--- src/rtl/ser_pkg.sv ---
package ser_pkg;
  localparam int DEF_NCH   = 8;
  localparam int DEF_WBITS = 6;

  typedef enum logic [1:0] {
    MODE_PAR  = 2'd0,
    MODE_LANE = 2'd1,
    MODE_FULL = 2'd2,
    MODE_IDLE = 2'd3
  } mode_e;

  // strobes from control to datapath
  typedef struct packed {
    logic  load;
    logic  shiftSeg;
    logic  shiftAll;
    mode_e mode;
  } ctrl_t;
endpackage

--- src/rtl/ser_ctrl.sv ---
module ser_ctrl
  import ser_pkg::*;
#(
  parameter int NCH = DEF_NCH,
  localparam int CHW = $clog2(NCH)
) (
  input  logic           clk,
  input  logic           rstN,
  input  logic           sampleStrobe,
  input  logic           fastTick,
  input  logic [1:0]     modeSel,
  input  logic [CHW-1:0] chanSel,
  output ctrl_t          ctrl,
  output logic [CHW-1:0] chanQ
);
  mode_e modeQ;

  // format and channel are frame-aligned
  always_ff @(posedge clk or negedge rstN) begin
    if (!rstN) begin
      modeQ <= MODE_PAR;
      chanQ <= '0;
    end else if (sampleStrobe) begin
      modeQ <= mode_e'(modeSel);
      chanQ <= chanSel;
    end
  end

  always_comb begin
    ctrl.load     = sampleStrobe;
    ctrl.shiftSeg = fastTick && !sampleStrobe && (modeQ == MODE_LANE);
    ctrl.shiftAll = fastTick && !sampleStrobe && (modeQ == MODE_FULL);
    ctrl.mode     = modeQ;
  end
endmodule

--- src/rtl/ser_pattern.sv ---
module ser_pattern #(
  parameter int NCH    = ser_pkg::DEF_NCH,
  parameter int WBITS  = ser_pkg::DEF_WBITS,
  parameter int LFSR_W = 7,
  localparam int FRAME = NCH * WBITS
) (
  input  logic             clk,
  input  logic             rstN,
  input  logic             advance,
  input  logic             patType,
  output logic [FRAME-1:0] patWords
);
  logic [WBITS-1:0]  cntQ;
  logic [LFSR_W-1:0] lfsrQ;

  always_ff @(posedge clk or negedge rstN) begin
    if (!rstN) begin
      cntQ  <= '0;
      lfsrQ <= LFSR_W'(1);
    end else if (advance) begin
      cntQ  <= cntQ + 1'b1;
      lfsrQ <= {lfsrQ[LFSR_W-2:0], lfsrQ[LFSR_W-1] ^ lfsrQ[LFSR_W-2]};
    end
  end

  for (genvar c = 0; c < NCH; c++) begin : gChan
    assign patWords[c*WBITS +: WBITS] =
      patType ? (lfsrQ[WBITS-1:0] ^ WBITS'(c)) : cntQ;
  end
endmodule

--- src/rtl/ser_datapath.sv ---
module ser_datapath
  import ser_pkg::*;
#(
  parameter int NCH   = DEF_NCH,
  parameter int WBITS = DEF_WBITS,
  localparam int FRAME = NCH * WBITS,
  localparam int CHW   = $clog2(NCH)
) (
  input  logic             clk,
  input  logic             rstN,
  input  ctrl_t            ctrl,
  input  logic [CHW-1:0]   chanQ,
  input  logic [FRAME-1:0] chanData,
  input  logic             patEn,
  input  logic [FRAME-1:0] patWords,
  output logic [WBITS-1:0] parOut,
  output logic [NCH-1:0]   laneOut,
  output logic             fullOut
);
  logic [FRAME-1:0] frameQ, frameLoad, frameSeg;
  logic [FRAME-1:0] srcWords;

  assign srcWords = patEn ? patWords : chanData;

  // channel 0 sits at the top of the frame so it leaves first
  for (genvar c = 0; c < NCH; c++) begin : gSeg
    localparam int HI = FRAME - 1 - c * WBITS;
    assign frameLoad[HI -: WBITS] = srcWords[c*WBITS +: WBITS];
    assign frameSeg[HI -: WBITS]  = {frameQ[HI-1 -: WBITS-1], 1'b0};
    assign laneOut[c] = (ctrl.mode == MODE_LANE) && frameQ[HI];
  end

  always_ff @(posedge clk or negedge rstN) begin
    if (!rstN)              frameQ <= '0;
    else if (ctrl.load)     frameQ <= frameLoad;
    else if (ctrl.shiftSeg) frameQ <= frameSeg;
    else if (ctrl.shiftAll) frameQ <= {frameQ[FRAME-2:0], 1'b0};
  end

  always_comb begin
    parOut = '0;
    if (ctrl.mode == MODE_PAR)
      parOut = frameQ[FRAME - 1 - int'(chanQ) * WBITS -: WBITS];
  end

  assign fullOut = (ctrl.mode == MODE_FULL) && frameQ[FRAME-1];
endmodule

--- src/rtl/sample_serializer.sv ---
module sample_serializer #(
  parameter int NCH   = 8,
  parameter int WBITS = 6,
  localparam int FRAME = NCH * WBITS,
  localparam int CHW   = $clog2(NCH)
) (
  input  logic             clk,
  input  logic             rstN,
  input  logic [FRAME-1:0] chanData,
  input  logic             sampleStrobe,
  input  logic             fastTick,
  input  logic [1:0]       modeSel,
  input  logic [CHW-1:0]   chanSel,
  input  logic             patEn,
  input  logic             patType,
  output logic [WBITS-1:0] parOut,
  output logic [NCH-1:0]   laneOut,
  output logic             fullOut
);
  ser_pkg::ctrl_t   ctrl;
  logic [CHW-1:0]   chanQ;
  logic [FRAME-1:0] patWords;

  ser_ctrl #(.NCH(NCH)) u_ctrl (
    .clk(clk), .rstN(rstN), .sampleStrobe(sampleStrobe), .fastTick(fastTick),
    .modeSel(modeSel), .chanSel(chanSel), .ctrl(ctrl), .chanQ(chanQ)
  );

  ser_pattern #(.NCH(NCH), .WBITS(WBITS)) u_pat (
    .clk(clk), .rstN(rstN), .advance(sampleStrobe), .patType(patType),
    .patWords(patWords)
  );

  ser_datapath #(.NCH(NCH), .WBITS(WBITS)) u_dp (
    .clk(clk), .rstN(rstN), .ctrl(ctrl), .chanQ(chanQ), .chanData(chanData),
    .patEn(patEn), .patWords(patWords), .parOut(parOut), .laneOut(laneOut),
    .fullOut(fullOut)
  );
endmodule

--- config.mk ---
export PLATFORM = sky130hd
export DESIGN_NAME = sample_serializer
export DESIGN_NICKNAME = d
export VERILOG_FILES = /design/src/rtl/ser_pkg.sv /design/src/rtl/ser_ctrl.sv /design/src/rtl/ser_pattern.sv /design/src/rtl/ser_datapath.sv /design/src/rtl/sample_serializer.sv
export SDC_FILE = /design/constraint.sdc
export NUM_CORES = 1
export LEC_CHECK = 0
export ABC_CLOCK_PERIOD_IN_PS = 3880
export CAP_MARGIN = 10
export CORE_ASPECT_RATIO = 0.75
export CORE_UTILIZATION = 55
export DETAILED_ROUTE_END_ITERATION = 10
export GPL_TIMING_DRIVEN = 1
export PLACE_DENSITY = 0.88
export REMOVE_ABC_BUFFERS = 1
export SYNTH_ARGS = -nofsm -noshare
export SYNTH_HDL_FRONTEND = slang
export SYNTH_SLANG_ARGS = --single-unit
--- constraint.sdc ---
create_clock -name clk -period 3.88 [get_ports clk]
set_input_delay 0.776 -clock clk [delete_from_list [all_inputs] [get_ports clk]]
set_output_delay 0.776 -clock clk [all_outputs]
set_load 0.01 [all_outputs]
Word-level counts from Yosys, hierarchy flattened:

Cells that the tools add are included.

* register bits: 66
* input bits: 59
* output and inout port bits: 15
* logic and storage cells: 47

* add/subtract/negate cells: 2
* multipliers: 1
* equal/unequal tests: 2
* shift-type cells: 1
* multiplexer cells: 13
* bitwise logic cells: 8
* reduce and logical (&&, ||, !) cells: 15

Operators with widths (count)
* 2-to-1 mux 48 bit: 4
* 2-to-1 mux 6 bit: 9
* variable part select 53 x 32 -> 6 bit: 1
* subtractor 7 x 32 -> 32 bit (first input constant): 1
* logical AND 1 bit: 12
* adder 6 x 1 -> 6 bit (second input constant): 1
* NOT 2 bit: 3
* multiplier 3 x 2 -> 5 bit (second input constant): 1
* NOT 1 bit: 3
* NOT 3 bit: 1
* nonzero test 3 bit: 1
* == test 2 x 1 -> 1 bit (second input constant): 1
* == test 2 bit (second input constant): 1
* logical NOT 2 bit: 1
* logical NOT 1 bit: 1
* bitwise XOR 1 bit: 1

Longest topological paths before layout:

Gate-level depths: netlist of the first run.

* word-level depth: 6
* depth in mapped cells: 12
* gate-level depth less buffers: 11

Hierarchy:

A second synthesis of the first run with hierarchy kept.

* cell total of the unflattened synthesis: 584
* area total of the unflattened synthesis: 5273.8 sq um

Modules (own cells, without submodules)
* ser_datapath: times used 1, cells each 483, area an instance 4112.7 sq um, sequential area each 1201.2 sq um
* ser_pattern: times used 1, cells each 87, area an instance 917.1 sq um, sequential area each 326.6 sq um
* ser_ctrl: times used 1, cells each 14, area an instance 244.0 sq um, sequential area each 125.1 sq um

Worst setup path after synthesis of the first run:

No wires, ideal clock.

* path kind: register to output
* start: register u_ctrl.chanQ[0]
* end: output port parOut[1]
* arrival: 2569 ps
* required time: 3104 ps
* slack: 535 ps
* cell stages (with the launch flop): 13
* buffers on the path: 1
* path through: dfrtp_1 ha_1 inv_1 fa_1 xor2_1 inv_1 ha_1 or2_2 buf_1 o221ai_1 a32o_1 o21ai_0 a31oi_1

* word-level cells in the longest chain between the ends: 4

Ends and longest elaborated chain
* start, declared: line ser_ctrl.sv:14 `output logic [CHW-1:0] chanQ`
* start signal, assigned: line ser_ctrl.sv:25 `chanQ <= chanSel;`
* multiplier 3 x 2 -> 5 bit: line ser_datapath.sv:43 `parOut = frameQ[FRAME - 1 - int'(chanQ) * WBITS -: WBITS];`
* subtractor 7 x 32 -> 32 bit: line ser_datapath.sv:43
* variable part select 53 x 32 -> 6 bit: line ser_datapath.sv:43
* 2-to-1 mux 6 bit: line ser_datapath.sv:42 `if (ctrl.mode == MODE_PAR)`
* end, declared: line sample_serializer.sv:16 `output logic [WBITS-1:0] parOut,`

No other way between the ends.

Worst setup path in the final report of the first run:

* start: register u_ctrl.chanQ[1]
* end: output port parOut[2]

Same word-level chain as after synthesis.

==> flow_summary.ini, run 1 <==
[critical_path]
cp.required_ps = 3100
criticalPathCategory = register to output pin
end_kind = output pin
r2r-start = u_ctrl.modeQ[0]
path_max_fanout = 5
startpoint_type = register
arrival_ps = 2970
crit_path_start = u_ctrl.chanQ[1]
rr_worst_depth = 4

[cells_and_area]
fin_nets = 655
final_core_util_pct = 70.6
area.sequential_um2 = 1650
drive_gt1_share_pct = 11.9
fill_cells = 631
n_antenna_cell = 0
multi_input_area_um2 = 2650
area_growth_pct = 22.3
layout.cells.non_filler = 700

[yosys]
synth_top_area_share_pct = 35.3
yosysWarnings = 0
synth-main-ff-cell = dfrtp_1
syn_area_um2 = 4610
synth.area.top_cells = dfrtp_1 (35%), o21ai_0 (11%), mux2i_1 (8.3%), nand2_1 (5.0%), o31ai_1 (4.1%)
ys_async_sr_fraction_pct = 100
ys_ff_latch = 66
yosysMostFrequentCell = o21ai_0
synth_common_cells = o21ai_0 (98), dfrtp_1 (65), nand2_1 (61)
synth_edf_count = 0
yosysSeqAreaShare_pct = 35.9
synth_cell_types = 49
synth_area_per_cell_um2 = 8.73
yosys.area.top_type = dfrtp_1
syn_inst = 528

[cts]
cts_sinks = 66
htree_levels = 3
ctsHoldBuffers = 0
root_buffer = clkbuf_8
numCtsBuffers = 9
insertion_delay_ps = 350
clk_pin_slew_ps = 90
cts_tree = done
cts_buffer_depth = 2

[timing]
hold_viol = 0
setup_tns_ps = 0
setup-violations-final = 0
period_needed_ps = 3740
period_share_pct = 96.5
fin_skew_ps = 9.99
max_clock_freq_ghz = 0.267
slew_headroom_pct = 37.0
final.setup.worst_slack_ps = 135
rsz0062_at_grt = false
slew_viol_final = 0
worstMarginPinSlew_ps = 944

[route]
dr.first_iter.drc_count = 384
postRouteWirelength_um = 14200
drt_first_pass_iters = 5
avgViaCountPerCell = 6.33
wire_per_inst_um = 20.3
dr.max_layer_used = met4
detail-route-antenna-nets = 0
wl_met3_um = 1510
dr_wl_met2_um = 6130
dr_total_vias = 4434
drc = 0
m1WireLength_um = 6420

[placed_design]
dp_slack_ps = 61.3
portBuffers = 73
gp_congestion = 0.947
hpwl_um = 10000
dpl.cell_count = 683

[global_routing]
grt_use_total_pct = 33.9
antenna_found_initial = 0
grt.overflow.total = 0
grt_max_degree = 96
grt_pass1_wl_um = 22000
grt_pass1_vias = 4037

[hold_path]
hold_path.class = register to register
min_from = u_pat.cntQ[5]
min_delay_path_depth = 1

[outcome]
outcome = completed

[power_and_ir_drop]
p_leak_nw = 2.46
power_w = 0.00293
power_density_nw_per_um2 = 520
ir_drop_mv = 0.348

[floorplan]
core_area_um2 = 7990
dieArea_um2 = 8750
io_pins = 74
dieWidth_um = 108
initial_core_util_pct = 57.7
die_h_um = 81.3
std_cell_rows = 28

[flow_run]
max-cap-violations = 0
[cell type report]
cell class	instances	share of cell area (%)
multi-input combinational	387	46.9
tap	105	2.33
timing repair buffer	92	15.1
inverter	34	2.26
clock buffer	9	2.20
sequential	66	29.4
clock inverter	7	1.78
[per-stage QoR]
stage          hold WS (ps)  cell area [um^2]
5_1_grt                 500              5640
3_3_place_gp            458              5390
2_1_floorplan           441              4390
4_1_cts                 493              5630
3_5_place_dp            489              5390
6_report                486              5640
[cells in the final DEF, fill, tap and decap left out, drive strengths merged, types with 3 or more instances in the layout]
cell type      netlist  layout
a22oi                5       5
o21a                 3       3
clkinv               0       3
nor3                 4       4
mux2                15      15
and2                 9       9
o221ai               5       5
a21oi               31      31
xnor2                4       4
inv                 34      36
a31oi                3       3
mux4                12      12
nor2                26      26
buf                 21      22
clkbuf              20      11
xor2                 4       4
mux2i               38      38
dfrtp               65      65
nand4                4       4
nor2b                4       4
o31ai               25      25
clkdlybuf4s50        0      65
nand2               61      61
o21ai               99      99
nand3                7       7
ha                   5       5
o211ai               3       3
[registers in the layout, summed over array words and instances (netlist names)]
name and cells:
u_pat.lfsrQ 7, u_dp.frameQ 48, u_ctrl.chanQ 3, u_ctrl.modeQ 2, u_pat.cntQ 6
[cell families (layout without fill, tap and decap cells)]
kind of cell             Yosys count  in the layout  synth area share, %
AO/OA/AOI/OAI                    186            186                 23.5
XOR/XNOR                           8              8                 1.52
flip-flops                        66             66                 35.9
adder cells (fa/ha/maj)            6              6                 1.79
multiplexers                      65             65                 18.2
AND/OR/NAND/NOR                  122            122                 11.7
buffers and inverters             75            142                 7.47
[layer usage]
metal	vias to the layer above	global-route usage [%]
met2	265	50.8
met4	0	7.81
li1	2024	-
met1	2119	49.7
met3	26	7.78
met5	-	0
[path summary, 6_finish.rpt]
kind	slack [ps]	endpoint
min	490	u_pat.cntQ[5]
min reg2reg	490	u_pat.cntQ[5]
min in group asynchronous	570	u_dp.frameQ[41]
max	140	parOut[2]
max reg2reg	1980	u_dp.frameQ[42]
max in group asynchronous	2400	u_dp.frameQ[30]
[where the power goes]
part / internal [W] / switching, W / leakage [nW] / total (W)
Clock: 0.000368 / 0.000303 / 0.114 / 0.000671
Sequential: 0.000886 / 0.000248 / 0.789 / 0.00113
Combinational: 0.000533 / 0.000593 / 1.56 / 0.00113
[critical path: stages (launching register included)]
cell,delay [ps]
dfrtp_1,380
ha_1,170
inv_1,60
fa_1,380
xor2_1,190
inv_1,90
ha_1,230
nand2b_4,180
buf_4,160
o221ai_1,150
nand4_1,110
nand3_1,110
o211a_1,170
clkdlybuf4s15_1,240
[repair_timing]
item                                    CTS  global route
pin swaps                                 1             1
hold endpoints to repair                  0             0
setup buffers                             1             0
gates resized for setup                  11            11
endpoints found under the setup margin    6             6
(Power assumes the default switching activity.)
==> run 2: changes to the inputs <==
--- a/config.mk
+++ b/config.mk
@@ -11,7 +11,7 @@
 export CORE_UTILIZATION = 55
 export DETAILED_ROUTE_END_ITERATION = 10
 export GPL_TIMING_DRIVEN = 1
-export PLACE_DENSITY = 0.88
+export PLACE_DENSITY = 0.82
 export REMOVE_ABC_BUFFERS = 1
 export SYNTH_ARGS = -nofsm -noshare
 export SYNTH_HDL_FRONTEND = slang
==> run 2 against run 1 <==
  * Power rose by 2.7%
  * Sequential power hardly changed
  * Maximum frequency increased by 0.25%
  * Combinational power about the same
  * Core utilization grew 0.49 points
  * Clock power up 11%
  * Critical path type unchanged
==> flow_summary.ini, run 2 (synthesis gave the netlist of run 1 again) <==
[placed_design]
portBuffers = 73
placed_cell_area_um2 = 5400
hpwl_um = 9980
gp_congestion = 0.948
dpl.cell_count = 681

[timing]
period_needed_ps = 3740
hold_viol = 0
worstMarginPinSlew_ps = 914
setup-violations-final = 0
slew_viol_final = 0
fin_skew_ps = 8.12
fin_hold_ws_ps = 496
slew_headroom_pct = 38.9
max_clock_freq_ghz = 0.268
period_share_pct = 96.3

[cells_and_area]
final_cell_mix = o21ai_0 (98), clkdlybuf4s50_1 (65), dfrtp_1 (64)
largest_register = u_dp.frameQ
area.sequential_um2 = 1650
reg.largest.list = u_dp.frameQ x48, u_pat.lfsrQ x7, u_pat.cntQ x6
n_antenna_cell = 0
final_area_um2 = 5670
final_common_cell = o21ai_0
layout.cells.non_filler = 698
fin_nets = 653
fill_cells = 617
area_growth_pct = 23.2
largest_reg_flops = 48
drive_gt1_share_pct = 12.3
multi_input_area_um2 = 2660

[critical_path]
cp_slowest_stage_delay_ps = 380
cp_common_cell = inv_1
crit_chain = ha_2, inv_1, fa_1, xor2_1, inv_1, ha_1, or2_4, o221ai_1, a32o_1, o21ai_0, a31oi_1, buf_2
path_max_fanout = 6
arrival_ps = 2960
startpoint_type = register
cp_slowest_cell = dfrtp_1
end_kind = output pin
cp.required_ps = 3100
criticalPathCategory = register to output pin

[floorplan]
io_pins = 74
initial_core_util_pct = 57.7
core_area_um2 = 7990
dieArea_um2 = 8750
dieWidth_um = 108
die_h_um = 81.3
std_cell_rows = 28

[route]
wire_per_inst_um = 20.2
drc = 0
drt_first_pass_iters = 5
dr_total_vias = 4399
dr.first_iter.drc_count = 456
postRouteWirelength_um = 14100
detail-route-antenna-nets = 0
avgViaCountPerCell = 6.30

[global_routing]
grt.overflow.total = 0
antenna_found_initial = 0
grt_pass1_vias = 4163
grt_use_total_pct = 34.3
grt_pass1_wl_um = 22200
grt_max_degree = 67

[cts]
clk_pin_slew_ps = 80
htree_levels = 3
insertion_delay_ps = 360
cts_sinks = 66
root_buffer = clkbuf_8
cts_tree = done
cts_buffer_depth = 2
ctsHoldBuffers = 0
numCtsBuffers = 9

[outcome]
outcome = completed

[power_and_ir_drop]
ir_drop_mv = 0.457
power_w = 0.00301
power_density_nw_per_um2 = 530
p_leak_nw = 2.46

[hold_path]
hold_path.class = register to register

[flow_run]
max-cap-violations = 0
==> run 2: worst paths after layout <==
check	slack, ps	cells past startpoint	to	startpoint
min in group asynchronous	600	2	u_dp.frameQ[39]	rstN
min	500	1	u_pat.cntQ[5]	u_pat.cntQ[5]
max	140	12	parOut[1]	u_ctrl.chanQ[1]
max in group asynchronous	2700	2	u_ctrl.chanQ[0]	rstN
min reg2reg	500	1	u_pat.cntQ[5]	u_pat.cntQ[5]
max reg2reg	1770	4	u_dp.frameQ[12]	u_ctrl.modeQ[1]
==> run 2: area by class of cell <==
cell class | instances | share of cell area, %
Multi-Input combinational cell | 387 | 46.9
Sequential cell | 66 | 29.2
Timing Repair Buffer | 90 | 14.9
Clock buffer | 10 | 2.43
Tap cell | 105 | 2.32
Inverter | 34 | 2.25
Clock inverter | 6 | 1.98
==> run 2: where the power goes <==
group	switching, W	internal, W
Clock	0.000295	0.000447
Combinational	0.000588	0.000535
Sequential	0.000256	0.000886
==> run 2: metrics by stage <==
stage | utilization, % | setup WS [ps] | TNS [ps]
2_1_floorplan | - | -1270 | -35150
3_3_place_gp | 67.6 | 114 | 0
3_5_place_dp | 67.6 | 42.0 | 0
4_1_cts | 71.0 | -3.84 | -3.84
5_1_grt | 71.0 | -12.5 | -12.5
6_report | 71.0 | 145 | 0
==> run 2: critical path, delay by kind of cell (launching register included) <==
kind | cells | cell delay [ps]
and+or+nand+nor | 1 | 280
buffers and inverters | 3 | 300
adders and majority gates | 3 | 800
DFF | 1 | 380
xor gates and xnor gates | 1 | 190
AOI/OAI and AO/OA | 4 | 650
==> run 2: metal layers <==
metal | wire (um) | share of wire [%] | track usage (%) | vias up
li1 | - | - | - | 2019
met1 | 6320 | 45 | 49.0 | 2119
met2 | 6230 | 44 | 51.2 | 238
met3 | 1420 | 10 | 10.0 | 23
met4 | 153 | 1.1 | 7.95 | 0
met5 | 0 | 0 | 0 | -
==> run 2: repair_timing <==
action                                  in CTS  in global routing
endpoints found under the setup margin       6                  6
setup buffers                                1                  0
resized for setup                           13                 14
pin swaps                                    0                  1
